**src/rtl/hexfp_pkg.sv**
```systemverilog
package hexfp_pkg;
  typedef enum logic [1:0] {
    ST_IDLE  = 2'd0,
    ST_ALIGN = 2'd1,
    ST_NORM  = 2'd2
  } hexfp_state_e;
endpackage

```
**src/rtl/hexfp_unpack.sv**
```systemverilog
// Splits a word into exponent, zero flag and a two's-complement working
// fraction laid out as {carry digit, six fraction digits, guard digit}.
module hexfp_unpack #(
  parameter int EXP_W  = 7,
  parameter int DIGITS = 6,
  localparam int FRAC_W = 4 * DIGITS,
  localparam int MW     = FRAC_W + 8,
  localparam int WORD_W = 1 + EXP_W + FRAC_W
) (
  input  logic [WORD_W-1:0] word_i,
  output logic              zero_o,
  output logic [EXP_W-1:0]  exp_o,
  output logic [MW-1:0]     mant_o
);
  logic [FRAC_W-1:0] frac;
  logic [MW-1:0]     mag;

  assign frac   = word_i[FRAC_W-1:0];
  assign exp_o  = word_i[WORD_W-2:FRAC_W];
  assign zero_o = (frac == '0);
  assign mag    = {4'b0000, frac, 4'b0000};
  assign mant_o = word_i[WORD_W-1] ? (-mag) : mag;
endmodule

```
**src/rtl/hexfp_align_step.sv**
```systemverilog
// One alignment step: the operand with the smaller exponent moves one hex
// digit right, or is dropped when the gap exceeds MAX_SHIFT.
module hexfp_align_step #(
  parameter int EXP_W     = 7,
  parameter int MW        = 32,
  parameter int MAX_SHIFT = 6
) (
  input  logic [EXP_W-1:0] ea_i,
  input  logic [EXP_W-1:0] eb_i,
  input  logic [MW-1:0]    ma_i,
  input  logic [MW-1:0]    mb_i,
  output logic             eq_o,
  output logic [EXP_W-1:0] ea_o,
  output logic [EXP_W-1:0] eb_o,
  output logic [MW-1:0]    ma_o,
  output logic [MW-1:0]    mb_o
);
  localparam logic [EXP_W-1:0] MAX_GAP = EXP_W'(MAX_SHIFT);
  localparam logic [EXP_W-1:0] E_ONE   = EXP_W'(1);

  logic [EXP_W-1:0] gap_ab;
  logic [EXP_W-1:0] gap_ba;

  assign gap_ab = ea_i - eb_i;
  assign gap_ba = eb_i - ea_i;
  assign eq_o   = (ea_i == eb_i);

  always_comb begin
    ea_o = ea_i;
    eb_o = eb_i;
    ma_o = ma_i;
    mb_o = mb_i;
    if (ea_i < eb_i) begin
      if (gap_ba > MAX_GAP) begin
        ma_o = '0;
        ea_o = eb_i;
      end else begin
        ma_o = $signed(ma_i) >>> 4;
        ea_o = ea_i + E_ONE;
      end
    end else if (eb_i < ea_i) begin
      if (gap_ab > MAX_GAP) begin
        mb_o = '0;
        eb_o = ea_i;
      end else begin
        mb_o = $signed(mb_i) >>> 4;
        eb_o = eb_i + E_ONE;
      end
    end
  end
endmodule

```
**src/rtl/hexfp_norm_step.sv**
```systemverilog
// One normalization step on a magnitude {carry digit, fraction, guard}.
module hexfp_norm_step #(
  parameter int EXP_W = 7,
  parameter int MW    = 32
) (
  input  logic [MW-1:0]    mag_i,
  input  logic [EXP_W-1:0] exp_i,
  output logic [MW-1:0]    mag_o,
  output logic [EXP_W-1:0] exp_o,
  output logic             fin_o,
  output logic             ovf_o,
  output logic             unf_o
);
  localparam logic [EXP_W-1:0] E_ONE = EXP_W'(1);

  logic carry_dig;
  logic top_zero;

  assign carry_dig = (mag_i[MW-1 -: 4] != 4'h0);
  assign top_zero  = (mag_i[MW-5 -: 4] == 4'h0);

  always_comb begin
    mag_o = mag_i;
    exp_o = exp_i;
    fin_o = 1'b0;
    ovf_o = 1'b0;
    unf_o = 1'b0;
    if (carry_dig) begin
      mag_o = mag_i >> 4;
      if (exp_i == {EXP_W{1'b1}}) ovf_o = 1'b1;
      else                        exp_o = exp_i + E_ONE;
    end else if (top_zero) begin
      if (exp_i == '0) unf_o = 1'b1;
      else begin
        mag_o = mag_i << 4;
        exp_o = exp_i - E_ONE;
      end
    end else begin
      fin_o = 1'b1;
    end
  end
endmodule

```
**src/rtl/hexfp_addsub.sv**
```systemverilog
module hexfp_addsub #(
  parameter int EXP_W     = 7,
  parameter int DIGITS    = 6,
  parameter int MAX_SHIFT = 6,
  localparam int FRAC_W = 4 * DIGITS,
  localparam int MW     = FRAC_W + 8,
  localparam int WORD_W = 1 + EXP_W + FRAC_W
) (
  input  logic              clk,
  input  logic              rst,
  input  logic              start_i,
  input  logic              sub_i,
  input  logic [WORD_W-1:0] acc_i,
  input  logic [WORD_W-1:0] opd_i,
  output logic              done_o,
  output logic [WORD_W-1:0] result_o,
  output logic              ovf_o,
  output logic              unf_o
);
  import hexfp_pkg::*;

  hexfp_state_e state_q;

  logic [WORD_W-1:0] opd_eff;
  logic [WORD_W-1:0] word_in [2];
  logic              zero_in [2];
  logic [EXP_W-1:0]  exp_in  [2];
  logic [MW-1:0]     mant_in [2];

  logic [EXP_W-1:0]  ea_q, eb_q;
  logic [MW-1:0]     ma_q, mb_q;
  logic [MW-1:0]     mag_q;
  logic              sign_q;
  logic              done_q, ovf_q, unf_q;
  logic [WORD_W-1:0] result_q;

  // subtraction: invert the operand sign, then add
  assign opd_eff    = {opd_i[WORD_W-1] ^ sub_i, opd_i[WORD_W-2:0]};
  assign word_in[0] = acc_i;
  assign word_in[1] = opd_eff;

  for (genvar k = 0; k < 2; k++) begin : g_unpack
    hexfp_unpack #(.EXP_W(EXP_W), .DIGITS(DIGITS)) u_unpack (
      .word_i (word_in[k]),
      .zero_o (zero_in[k]),
      .exp_o  (exp_in[k]),
      .mant_o (mant_in[k])
    );
  end

  logic             al_eq;
  logic [EXP_W-1:0] al_ea, al_eb;
  logic [MW-1:0]    al_ma, al_mb;

  hexfp_align_step #(.EXP_W(EXP_W), .MW(MW), .MAX_SHIFT(MAX_SHIFT)) u_align (
    .ea_i (ea_q),
    .eb_i (eb_q),
    .ma_i (ma_q),
    .mb_i (mb_q),
    .eq_o (al_eq),
    .ea_o (al_ea),
    .eb_o (al_eb),
    .ma_o (al_ma),
    .mb_o (al_mb)
  );

  logic [MW-1:0] sum;
  logic          sum_neg;
  logic [MW-1:0] sum_abs;

  assign sum     = ma_q + mb_q;
  assign sum_neg = sum[MW-1];
  assign sum_abs = sum_neg ? (-sum) : sum;

  logic [MW-1:0]    nm_mag;
  logic [EXP_W-1:0] nm_exp;
  logic             nm_fin, nm_ovf, nm_unf;

  hexfp_norm_step #(.EXP_W(EXP_W), .MW(MW)) u_norm (
    .mag_i (mag_q),
    .exp_i (ea_q),
    .mag_o (nm_mag),
    .exp_o (nm_exp),
    .fin_o (nm_fin),
    .ovf_o (nm_ovf),
    .unf_o (nm_unf)
  );

  always_ff @(posedge clk) begin
    if (rst) begin
      state_q  <= ST_IDLE;
      ea_q     <= '0;
      eb_q     <= '0;
      ma_q     <= '0;
      mb_q     <= '0;
      mag_q    <= '0;
      sign_q   <= 1'b0;
      done_q   <= 1'b0;
      ovf_q    <= 1'b0;
      unf_q    <= 1'b0;
      result_q <= '0;
    end else begin
      done_q <= 1'b0;
      case (state_q)
        ST_IDLE: begin
          if (start_i) begin
            if (zero_in[1]) begin
              result_q <= acc_i;
              ovf_q    <= 1'b0;
              unf_q    <= 1'b0;
              done_q   <= 1'b1;
            end else if (zero_in[0]) begin
              result_q <= opd_eff;
              ovf_q    <= 1'b0;
              unf_q    <= 1'b0;
              done_q   <= 1'b1;
            end else begin
              ea_q    <= exp_in[0];
              eb_q    <= exp_in[1];
              ma_q    <= mant_in[0];
              mb_q    <= mant_in[1];
              state_q <= ST_ALIGN;
            end
          end
        end
        ST_ALIGN: begin
          if (al_eq) begin
            if (sum == '0) begin
              result_q <= '0;
              ovf_q    <= 1'b0;
              unf_q    <= 1'b0;
              done_q   <= 1'b1;
              state_q  <= ST_IDLE;
            end else begin
              mag_q   <= sum_abs;
              sign_q  <= sum_neg;
              state_q <= ST_NORM;
            end
          end else begin
            ea_q <= al_ea;
            eb_q <= al_eb;
            ma_q <= al_ma;
            mb_q <= al_mb;
          end
        end
        ST_NORM: begin
          if (nm_ovf || nm_unf) begin
            result_q <= '0;
            ovf_q    <= nm_ovf;
            unf_q    <= nm_unf;
            done_q   <= 1'b1;
            state_q  <= ST_IDLE;
          end else if (nm_fin) begin
            result_q <= {sign_q, ea_q, mag_q[FRAC_W+3:4]};
            ovf_q    <= 1'b0;
            unf_q    <= 1'b0;
            done_q   <= 1'b1;
            state_q  <= ST_IDLE;
          end else begin
            mag_q <= nm_mag;
            ea_q  <= nm_exp;
          end
        end
        default: state_q <= ST_IDLE;
      endcase
    end
  end

  assign done_o   = done_q;
  assign result_o = result_q;
  assign ovf_o    = ovf_q;
  assign unf_o    = unf_q;

  // exponent gap seen by the alignment loop, used only by a check below
  logic [EXP_W-1:0] gap_now;
  assign gap_now = (ea_q > eb_q) ? (ea_q - eb_q) : (eb_q - ea_q);

  a_r11_done_pulse: assert property (@(posedge clk) disable iff (rst)
    done_o |=> !done_o);

  a_r11_done_idle: assert property (@(posedge clk) disable iff (rst)
    done_o |-> (state_q == ST_IDLE));

  a_r8_ovf_zero: assert property (@(posedge clk) disable iff (rst)
    (done_o && ovf_o) |-> (result_o == '0 && !unf_o));

  a_r10_unf_zero: assert property (@(posedge clk) disable iff (rst)
    (done_o && unf_o) |-> (result_o == '0 && !ovf_o));

  a_r4_gap_shrinks: assert property (@(posedge clk) disable iff (rst)
    (state_q == ST_ALIGN && !al_eq) |=> (gap_now < $past(gap_now)));

  a_r11_hold: assert property (@(posedge clk) disable iff (rst)
    (!done_o && state_q != ST_IDLE) |-> $stable(result_o));
endmodule

```
**config.mk**
```make
export PLATFORM = sky130hd
export DESIGN_NAME = hexfp_addsub
export DESIGN_NICKNAME = d
export VERILOG_FILES = /design/src/rtl/hexfp_pkg.sv /design/src/rtl/hexfp_unpack.sv /design/src/rtl/hexfp_align_step.sv /design/src/rtl/hexfp_norm_step.sv /design/src/rtl/hexfp_addsub.sv
export SDC_FILE = /design/constraint.sdc
export NUM_CORES = 1
export LEC_CHECK = 0
export BUFFER_PORTS_ARGS = -buffer_cell sky130_fd_sc_hd__buf_2
export CAP_MARGIN = 20
export CORE_ASPECT_RATIO = 0.6
export CORE_MARGIN = 4
export CORE_UTILIZATION = 50
export DETAILED_ROUTE_END_ITERATION = 10
export GPL_TIMING_DRIVEN = 0
export PLACE_DENSITY = 0.65
export SKIP_CTS_REPAIR_TIMING = 1
export SKIP_LAST_GASP = 1
export SLEW_MARGIN = 10
export SYNTH_ARGS = -nofsm -noshare
export SYNTH_HDL_FRONTEND = slang
export SYNTH_SLANG_ARGS = --single-unit
export TNS_END_PERCENT = 10
```
**constraint.sdc**
```tcl
create_clock -name clk -period 4.9 [get_ports clk]
set_clock_uncertainty 0.1 [all_clocks]
set_input_delay 0.98 -clock clk [delete_from_list [all_inputs] [get_ports clk]]
set_output_delay 0.98 -clock clk [all_outputs]
set_load 0.1 [all_outputs]
```
==> results of run 1 <==
==> metal layers <==
metal / track usage, % / vias up
met5: 0 / -
met1: 60.2 / 6756
li1: - / 6399
met3: 16.8 / 88
met2: 50.2 / 998
met4: 7.94 / 0
==> cell type report <==
type / instances / area [um2]
diodes: 2 / 5.00
plain buffers: 130 / 556
clock buffers: 18 / 439
clock inverters: 14 / 198
fillers: 2315 / 9800
inverters: 39 / 146
multi-input cells: 1344 / 8500
flip-flops and latches: 148 / 2960
well taps: 315 / 394
repair buffers: 102 / 510
==> worst max path at each step <==
stage              endpoint  depth (start not counted)  slack [ps]      start
2_1_floorplan  result_o[16]                         11         990  acc_i[12]
3_3_place_gp      mag_q[23]                         13          50    ma_q[0]
3_5_place_dp        eb_q[2]                         14         190    ea_q[2]
4_1_cts             eb_q[2]                         14         150    ea_q[2]
5_1_grt               ovf_o                         12        -100   ma_q[14]
6_report       result_o[22]                         13          60   ma_q[14]
==> layout by cell type, fill, tap and decap left out, types with 10 or more instances in the layout <==
cell / netlist / layout
a311oi_1: 30 / 30
o31ai_1: 16 / 16
a21oi_1: 214 / 213
o211ai_1: 41 / 41
a311oi_2: 10 / 10
a211oi_1: 28 / 27
buf_2: 27 / 129
nor4_1: 11 / 11
xor2_1: 40 / 40
inv_1: 38 / 38
mux2i_1: 15 / 15
nand2_1: 201 / 201
nand4_1: 17 / 17
dfxtp_1: 148 / 148
nor3_1: 58 / 58
and3_1: 18 / 18
a221oi_1: 29 / 29
xnor2_1: 70 / 70
clkbuf_1: 91 / 88
o21ai_0: 78 / 77
nor2_1: 142 / 142
or3_1: 18 / 18
nand3_1: 65 / 65
clkbuf_16: 0 / 17
ha_1: 55 / 55
a21oi_2: 11 / 12
a31oi_1: 13 / 13
==> worst min-delay path: stages, from the launching register on <==
cell and delay, ps:
dfxtp_1 310, nand2_1 50, a21oi_1 50
==> power by group through the flow <==
stage                     registers (uW)  logic [uW]  clock network (uW)
final                               2570        8450                1470
after global routing                2540        9020                1510
after CTS                           2450        8170                1460
after detailed placement            2460        8110                   0
after global placement              2460        8030                   0
after floorplan                     2830        5250                   0
==> flip-flops by register name (all words and copies together), names as in the netlist <==
register and flops:
unf_o 1, result_o 32, done_o 1, eb_q 7
ea_q 7, state_q 2, sign_q 1, mb_q 32
ma_q 32, mag_q 32, ovf_o 1
==> cells in the mapped netlist, types with 8 or more instances <==
master    count
mux2i_1      15
ha_1         55
o21ai_0      78
and3_1       18
nand3b_1      9
o21a_1        8
o211ai_1     41
nor4_1       11
a31oi_1      13
buf_2        27
nor2_1      142
a21oi_2      11
nand4_1      17
nand2_1     201
and4_1        9
o31ai_1      16
xnor2_1      70
nand3_1      65
dfxtp_1     148
a21o_1        9
a21oi_1     214
inv_1        38
a311oi_1     30
a211oi_1     28
nor3_1       58
clkbuf_1     91
xor2_1       40
a221oi_1     29
or3_1        18
a311oi_2     10
==> metrics by stage <==
step | setup WS (ps) | cell area (um2) | hold slack [ps] | std cells
after global routing | -97.8 | 13700 | 378 | 2111
final | 58.3 | 13700 | 359 | 2112
after floorplan | 993 | 12200 | 332 | 1661
after detailed placement | 191 | 13100 | 353 | 2078
after global placement | 51.9 | 13100 | 343 | 2077
after CTS | 147 | 13700 | 362 | 2110
==> kinds of logic (layout without fill, tap and decap cells) <==
kind of cell | count (synthesis) | count (layout) | share of synthesized area [%]
AND/OR/NAND/NOR | 595 | 595 | 23.2
AO/OA/AOI/OAI | 565 | 565 | 31.3
buffers and inverters | 169 | 303 | 5.75
flip-flops | 148 | 148 | 24.4
XOR/XNOR | 110 | 110 | 7.93
adder cells (fa/ha/maj) | 58 | 58 | 6.16
multiplexers | 16 | 16 | 1.33
other | 0 | 2 | 0
==> results.yml, run 1 <==
critical_path:
  worst_ep_required_time_ps: 5160
  reg2reg_from: "ma_q[14]"
  rr_worst_depth: 13
  crit_type: "reg2reg"
  rrSetupSlack_ps: 60
  cpLargestDelayFamily: "compound AO/OA/AOI/OAI gates"
  cp_max_fo: 10
  slowest_stage: "a2111o_1"
  critPathCaptureType: "register"
  critPathLaunchType: "register"
  cp_slowest_stage_delay_ps: 560
  crit_arrival_ps: 5100
  r2r_end: "result_o[22]"
  timing.critical_path.cells: "ha_1 > a21oi_1 > o21ai_0 > a32oi_2 > nand2_1 > or3_1 > a2111o_1 > nor2_4 > a41o_1 > buf_2 > buf_6 > a21oi_2 > a311oi_2"
  path_buf_inv: 2
sta:
  period_needed_ps: 4840
  max-slew-margin-rel_pct: 31.8
  fin_crit_sh_pct: 98.8
  finalSetupViolations: 0
  slew_viol_final: 0
  tightest_slew_ps: 1020
  rsz0062_at_grt: "true"
  fin_tns_setup_ps: 0
  hold_viol: 0
  fmax_ghz: 0.207
routing:
  drc: 0
  wl_met3_mm: 9.19
  totalWireLength_mm: 54.9
  first_pass_iters: 6
  initialDrtViolationCount: 1968
  drt.antenna.violating_nets: 0
  wl_met1_mm: 24.6
  vias: 14241
  wl_met2_mm: 20.0
  viasPerCell: 6.74
  top_layer: "met4"
  avgRoutedWirePerCell_um: 26.0
clock_network:
  cts_tree: "done"
  clkSinkCount: 148
  clk_pin_slew_worst_paths_ps: 70
  clock_path_buffers: 2
  cts-root-buf: "clkbuf_16"
  worst_skew_pair.late_latency_ps: 460
  h-tree-depth: 4
  cts-buffers-inserted: 17
power:
  seqPwrFrac_pct: 20.6
  p_switching_uw: 7320
  cell_internal_pwr_uw: 5160
  comb_power_share_pct: 67.7
  power.clock.fraction_pct: 11.8
  power_density_mw_per_mm2: 910
  finalPower_uw: 12500
  swShare_pct: 58.6
  ir_drop_uv: 1060
  p_leak_uw: 0.00510
layout:
  drive_above_1_share_pct: 12.0
  syn2layout_area_growth_pct: 12.8
  final_core_util_pct: 58.3
  nNetsFinal: 1908
synth:
  synth-async-reset-ratio_pct: 0
  synth_top_cell_by_area: "dfxtp_1"
  synth_edf_count: 0
  netlist_instances: 1661
  syn_avg_cell_area_um2: 7.32
  synth-warning-count: 0
  ys.flop_type: "dfxtp_1"
  synth_area_leaders: "dfxtp_1 24%, a21oi_1 8.8%, nand2_1 6.2%"
  synth_fp_nets: 1787
  ys_seq_area_share_pct: 24.4
  ys_ff_latch: 148
  synth_cell_types: 88
  netlist_area_mm2: 0.0122
  synth_top_area_share_pct: 24.4
floorplan:
  core_area_mm2: 0.0235
  initial_core_util_pct: 51.7
  rows: 43
  die_h_um: 129
  die-area_mm2: 0.0269
  die_w_um: 209
  num_io_pins: 103
place:
  hpwl_mm: 43.9
  gp_congestion: 1.02
  io_buffers: 101
min_path:
  hold_class: "reg2reg"
  min_to: "mag_q[1]"
  hold_depth: 2
  hp-start: "mag_q[1]"
global_routing:
  grt_use_total_pct: 39.3
  grt_first_pass_wirelength_mm: 80.4
  antenna_found_initial: 1
  grt_max_degree: 17
  grt_pass1_vias: 12554
  overflow: 0
run:
  maxCapViolCount: 0
outcome:
  status: "complete, no violations"
Power figures use the tool's default switching activity.
==> run 2: changes to the inputs <==
--- a/config.mk
+++ b/config.mk
@@ -7,12 +7,12 @@
 export LEC_CHECK = 0
 export BUFFER_PORTS_ARGS = -buffer_cell sky130_fd_sc_hd__buf_2
 export CAP_MARGIN = 20
-export CORE_ASPECT_RATIO = 0.6
 export CORE_MARGIN = 4
 export CORE_UTILIZATION = 50
 export DETAILED_ROUTE_END_ITERATION = 10
 export GPL_TIMING_DRIVEN = 0
 export PLACE_DENSITY = 0.65
+export SETUP_SLACK_MARGIN = 0.1
 export SKIP_CTS_REPAIR_TIMING = 1
 export SKIP_LAST_GASP = 1
 export SLEW_MARGIN = 10
==> results.yml, run 2 (synthesis results as in run 1) <==
routing:
  initialDrtViolationCount: 1878
  vias: 13725
  drt.antenna.violating_nets: 0
  avgRoutedWirePerCell_um: 23.9
  first_pass_iters: 7
  drc: 0
  totalWireLength_mm: 50.4
  viasPerCell: 6.50
sta:
  period_needed_ps: 4510
  max-slew-margin-rel_pct: 36.4
  rsz0062_at_grt: "true"
  fmax_ghz: 0.222
  fin_crit_sh_pct: 92.0
  slew_viol_final: 0
  fin_tns_setup_ps: 0
  tightest_slew_ps: 954
  hold_viol: 0
  finalSetupViolations: 0
global_routing:
  grt_use_met2_pct: 56.1
  overflow: 0
  met1_usage_pct: 49.6
  grt.busiest_layer: "met2"
  met3_usage_pct: 7.38
  grt_use_total_pct: 36.7
  antenna_found_initial: 0
  grt_pass1_vias: 12304
  grt_first_pass_wirelength_mm: 75.2
  grt_max_degree: 17
critical_path:
  rr_worst_depth: 13
  crit_arrival_ps: 4750
  reg2reg_from: "ma_q[0]"
  path_buf_inv: 1
  cp_max_fo: 10
  slowest_stage: "a2111oi_4"
  cpLargestDelayFamily: "compound AO/OA/AOI/OAI gates"
  worst_ep_required_time_ps: 5140
  cp_slowest_stage_delay_ps: 540
  crit_type: "reg2reg"
  critPathLaunchType: "register"
  crit_cells: 13
  rrSetupSlack_ps: 390
  critPathCaptureType: "register"
  r2r_end: "result_o[7]"
  timing.critical_path.cells: "ha_1 > fa_1 > a211oi_1 > o211ai_1 > a41oi_2 > o21bai_1 > xor2_2 > a2111oi_4 > and3_1 > a41o_1 > clkbuf_1 > a21oi_1 > a311oi_1"
layout:
  diodes: 0
  nNetsFinal: 1907
  syn2layout_area_growth_pct: 12.5
  fillers: 2421
  drive_above_1_share_pct: 12.0
  final_core_util_pct: 57.7
  layout_common_cells: "213 x a21oi_1, 201 x nand2_1, 148 x dfxtp_1, 142 x nor2_1, 128 x buf_2"
  final_common_cell: "a21oi_1"
min_path:
  min_to: "mag_q[3]"
  hp-start: "mag_q[3]"
  hold_class: "reg2reg"
  hold_depth: 2
power:
  p_leak_uw: 0.00507
  ir_drop_uv: 468
  power_density_mw_per_mm2: 882
  finalPower_uw: 12100
place:
  gp_congestion: 1.04
  io_buffers: 101
  hpwl_mm: 40.3
floorplan:
  die_h_um: 164
  die_w_um: 164
  die-area_mm2: 0.0269
  core_area_mm2: 0.0237
  initial_core_util_pct: 51.3
  num_io_pins: 103
  rows: 56
clock_network:
  clkSinkCount: 148
  clock_path_buffers: 2
  cts-buffers-inserted: 17
  cts-root-buf: "clkbuf_16"
  clk_pin_slew_worst_paths_ps: 70
  h-tree-depth: 4
  worst_skew_pair.late_latency_ps: 440
  cts_tree: "done"
outcome:
  status: "complete, no violations"
run:
  maxCapViolCount: 0
-- run 2: changes by cell type in the layout (fill, tap and decap cells not counted), sizes merged --
cell | previous run | this run
buf | 141 | 140
bufinv | 4 | 1
clkinv | 5 | 6
diode | 2 | 0
inv | 42 | 44
-- run 2: report_power, final --
part / switching [uW] / internal, uW / leakage (uW)
combinational: 5730 / 2590 / 0.00357
sequential: 699 / 1700 / 0.00121
clock: 617 / 729 / 0.000282
total: 7040 / 5020 / 0.00507
-- run 2: worst max path at each step --
stage	start	end	slack, ps
floorplan	acc_i[12]	result_o[16]	990
global placement	ma_q[0]	mag_q[3]	140
detailed placement	ma_q[0]	mag_q[20]	90
CTS	ma_q[0]	mag_q[3]	70
global route	ma_q[0]	result_o[7]	70
finish	ma_q[0]	result_o[7]	390
-- run 2: stage by stage --
| step | instance area [um2] | hold slack (ps) | std cells | worst slack (ps) |
|---|---|---|---|---|
| 2_1_floorplan | 12200 | 332 | 1661 | 993 |
| 3_3_place_gp | 13100 | 341 | 2081 | 137 |
| 3_5_place_dp | 13100 | 353 | 2081 | 92.6 |
| 4_1_cts | 13600 | 362 | 2113 | 71.2 |
| 5_1_grt | 13700 | 382 | 2113 | 74.3 |
| 6_report | 13700 | 362 | 2113 | 393 |
-- run 2: cell type report --
class	instances	area (um2)	share of cell area, %
Sequential cell	148	2960	21.7
Multi-Input combinational cell	1344	8520	62.3
Clock inverter	14	143	1.04
Clock buffer	18	439	3.21
Inverter	39	146	1.07
Buffer	130	553	4.05
Timing Repair Buffer	101	505	3.70
Tap cell	319	399	2.92
-- run 2: per-layer routing --
| layer | vias up | wire length, um | share of wire, % |
|---|---|---|---|
| met5 | - | 0 | 0 |
| met4 | 0 | 2860 | 5.7 |
| met3 | 129 | 4710 | 9.3 |
| met2 | 681 | 22000 | 44 |
| met1 | 6534 | 20900 | 41 |
| li1 | 6381 | - | - |
-- run 2: tightest hold or removal path: cells and delay by family, from the launching register on --
| kind | cells | cell delay, ps |
|---|---|---|
| flip-flops | 1 | 320 |
| AND/OR/NAND/NOR | 1 | 50 |
| AO/OA/AOI/OAI | 1 | 50 |
==> run 3: changes to the inputs <==
--- a/config.mk
+++ b/config.mk
@@ -9,9 +9,10 @@
 export CAP_MARGIN = 20
 export CORE_MARGIN = 4
 export CORE_UTILIZATION = 50
+export CTS_CLUSTER_SIZE = 20
 export DETAILED_ROUTE_END_ITERATION = 10
 export GPL_TIMING_DRIVEN = 0
-export PLACE_DENSITY = 0.65
+export PLACE_DENSITY = 0.76
 export SETUP_SLACK_MARGIN = 0.1
 export SKIP_CTS_REPAIR_TIMING = 1
 export SKIP_LAST_GASP = 1
==> constraint.sdc (replaced) <==
create_clock -name clk -period 4.7 [get_ports clk]
set_clock_uncertainty 0.1 [all_clocks]
set_input_delay 0.94 -clock clk [delete_from_list [all_inputs] [get_ports clk]]
set_output_delay 0.94 -clock clk [all_outputs]
set_load 0.1 [all_outputs]
==> results.yml, run 3 (synthesis results as in run 1) <==
place:
  place_area_mm2: 0.0131
  io_buffers: 101
  gp_congestion: 1.00
  post-place-ws_ps: 11.9
  hpwl_mm: 38.3
critical_path:
  worst_ep_required_time_ps: 4960
  path_buf_inv: 5
  reg2reg_from: "ea_q[2]"
  cp_slowest_stage_delay_ps: 720
  cpLargestDelayFamily: "buffers and inverters"
  r2r_end: "mb_q[27]"
  slowest_stage: "a211oi_1"
  critPathLaunchType: "register"
  rr_worst_depth: 14
  crit_arrival_ps: 4850
  cpMostUsedCell: "clkbuf_1"
  rrSetupSlack_ps: 120
  timing.critical_path.cells: "clkbuf_1 > inv_1 > ha_1 > clkbuf_1 > o21ai_0 > a21boi_0 > o21a_1 > or3_1 > a211oi_1 > and2_1 > clkbuf_1 > clkbuf_1 > a221oi_1 > nor3_1"
  critPathCaptureType: "register"
  crit_type: "reg2reg"
  cp_max_fo: 10
min_path:
  hold_class: "reg2reg"
  hp-start: "mag_q[0]"
  hold_depth: 2
  min_to: "mag_q[0]"
routing:
  vias: 14071
  initialDrtViolationCount: 2054
  drc: 0
  drt.antenna.violating_nets: 0
  first_pass_iters: 6
  avgRoutedWirePerCell_um: 23.2
  viasPerCell: 6.64
  totalWireLength_mm: 49.1
layout:
  nNetsFinal: 1913
  drive_above_1_share_pct: 12.7
  layout_common_cells: "212 x a21oi_1, 201 x nand2_1, 148 x dfxtp_1, 142 x nor2_1, 129 x buf_2"
  final_area_mm2: 0.0138
  final_common_cell: "a21oi_1"
  diodes: 0
  fillers: 2309
  syn2layout_area_growth_pct: 13.2
clock_network:
  worst_skew_pair.late_latency_ps: 450
  clock_path_buffers: 2
  h-tree-depth: 4
  cts-root-buf: "clkbuf_16"
  clkSinkCount: 148
  cts_tree: "done"
  clk_pin_slew_worst_paths_ps: 80
  cts-buffers-inserted: 17
power:
  ir_drop_uv: 538
  p_leak_uw: 0.00511
  power_density_mw_per_mm2: 916
sta:
  hold_viol: 0
  setup_slack_ps: 116
  slew_viol_final: 0
  period_needed_ps: 4580
  finalSetupViolations: 0
  fmax_ghz: 0.218
  rsz0062_at_grt: "true"
  tightest_slew_ps: 939
  max-slew-margin-rel_pct: 37.4
  fin_crit_sh_pct: 97.5
global_routing:
  grt_first_pass_wirelength_mm: 73.5
  grt_use_total_pct: 35.4
  grt_max_degree: 17
  overflow: 0
  antenna_found_initial: 0
  grt_pass1_vias: 12695
floorplan:
  num_io_pins: 103
  die-area_mm2: 0.0269
  core_area_mm2: 0.0237
  die_h_um: 164
  rows: 56
  die_w_um: 164
  initial_core_util_pct: 51.3
run:
  maxCapViolCount: 0
outcome:
  status: "complete, no violations"
[run 3: changes by cell type in the layout (fill, tap and decap cells not counted), sizes merged]
cell	previous run	this run
clkinv	6	2
inv	44	48
clkbuf	109	108
buf	140	146
clkinvlp	2	3
[run 3: stage by stage]
step                utilization (%)  hold WS (ps)  TNS [ps]  power (uW)  cells
floorplan                         -           332         0        8420   1661
global placement               55.1           341     -6080       10600   2081
detailed placement             55.1           345         0       10700   2082
CTS                            57.6           353      -130       12200   2114
global route                   58.1           388         0       13300   2119
finish                         58.1           355         0       12600   2119
[run 3: power breakdown]
group	total (uW)	internal (uW)	switching (uW)	leakage, uW
combinational	8720	2770	5950	0.00362
sequential	2460	1770	688	0.00121
clock	1430	754	671	0.000281
[run 3: routing by layer]
metal  wire length, um  global-route usage [%]  part of all wire, %  vias up
met5                 0                       0                    0        -
met4              2970                    18.4                  6.0        0
met3              4680                    5.82                  9.5      158
met2             21700                    54.9                   44      892
met1             19700                    47.3                   40     6615
li1                  -                       -                    -     6406
[run 3: worst min-delay path, delay by kind of cell (launching register included)]
kind               cells  cell delay (ps)
AOI/OAI and AO/OA      1               50
and+or+nand+nor        1               50
DFF                    1              310
[run 3: how the worst max path moves through the flow]
| stage | endpoint | depth (start not counted) | from |
|---|---|---|---|
| global route | mb_q[27] | 15 | ea_q[2] |
| CTS | result_o[12] | 13 | ma_q[0] |
| global placement | mag_q[5] | 13 | ma_q[0] |
| floorplan | result_o[16] | 11 | acc_i[12] |
| finish | mb_q[27] | 14 | ea_q[2] |
| detailed placement | result_o[12] | 13 | ma_q[0] |
[run 3: area by class of cell]
| class | count | area, um2 | area share (%) |
|---|---|---|---|
| plain buffers | 130 | 557 | 4.05 |
| clock buffers | 17 | 425 | 3.09 |
| multi-input cells | 1344 | 8550 | 62.2 |
| repair buffers | 107 | 548 | 3.99 |
| clock inverters | 15 | 158 | 1.15 |
| inverters | 39 | 146 | 1.06 |
| flip-flops and latches | 148 | 2960 | 21.5 |
| well taps | 319 | 399 | 2.90 |
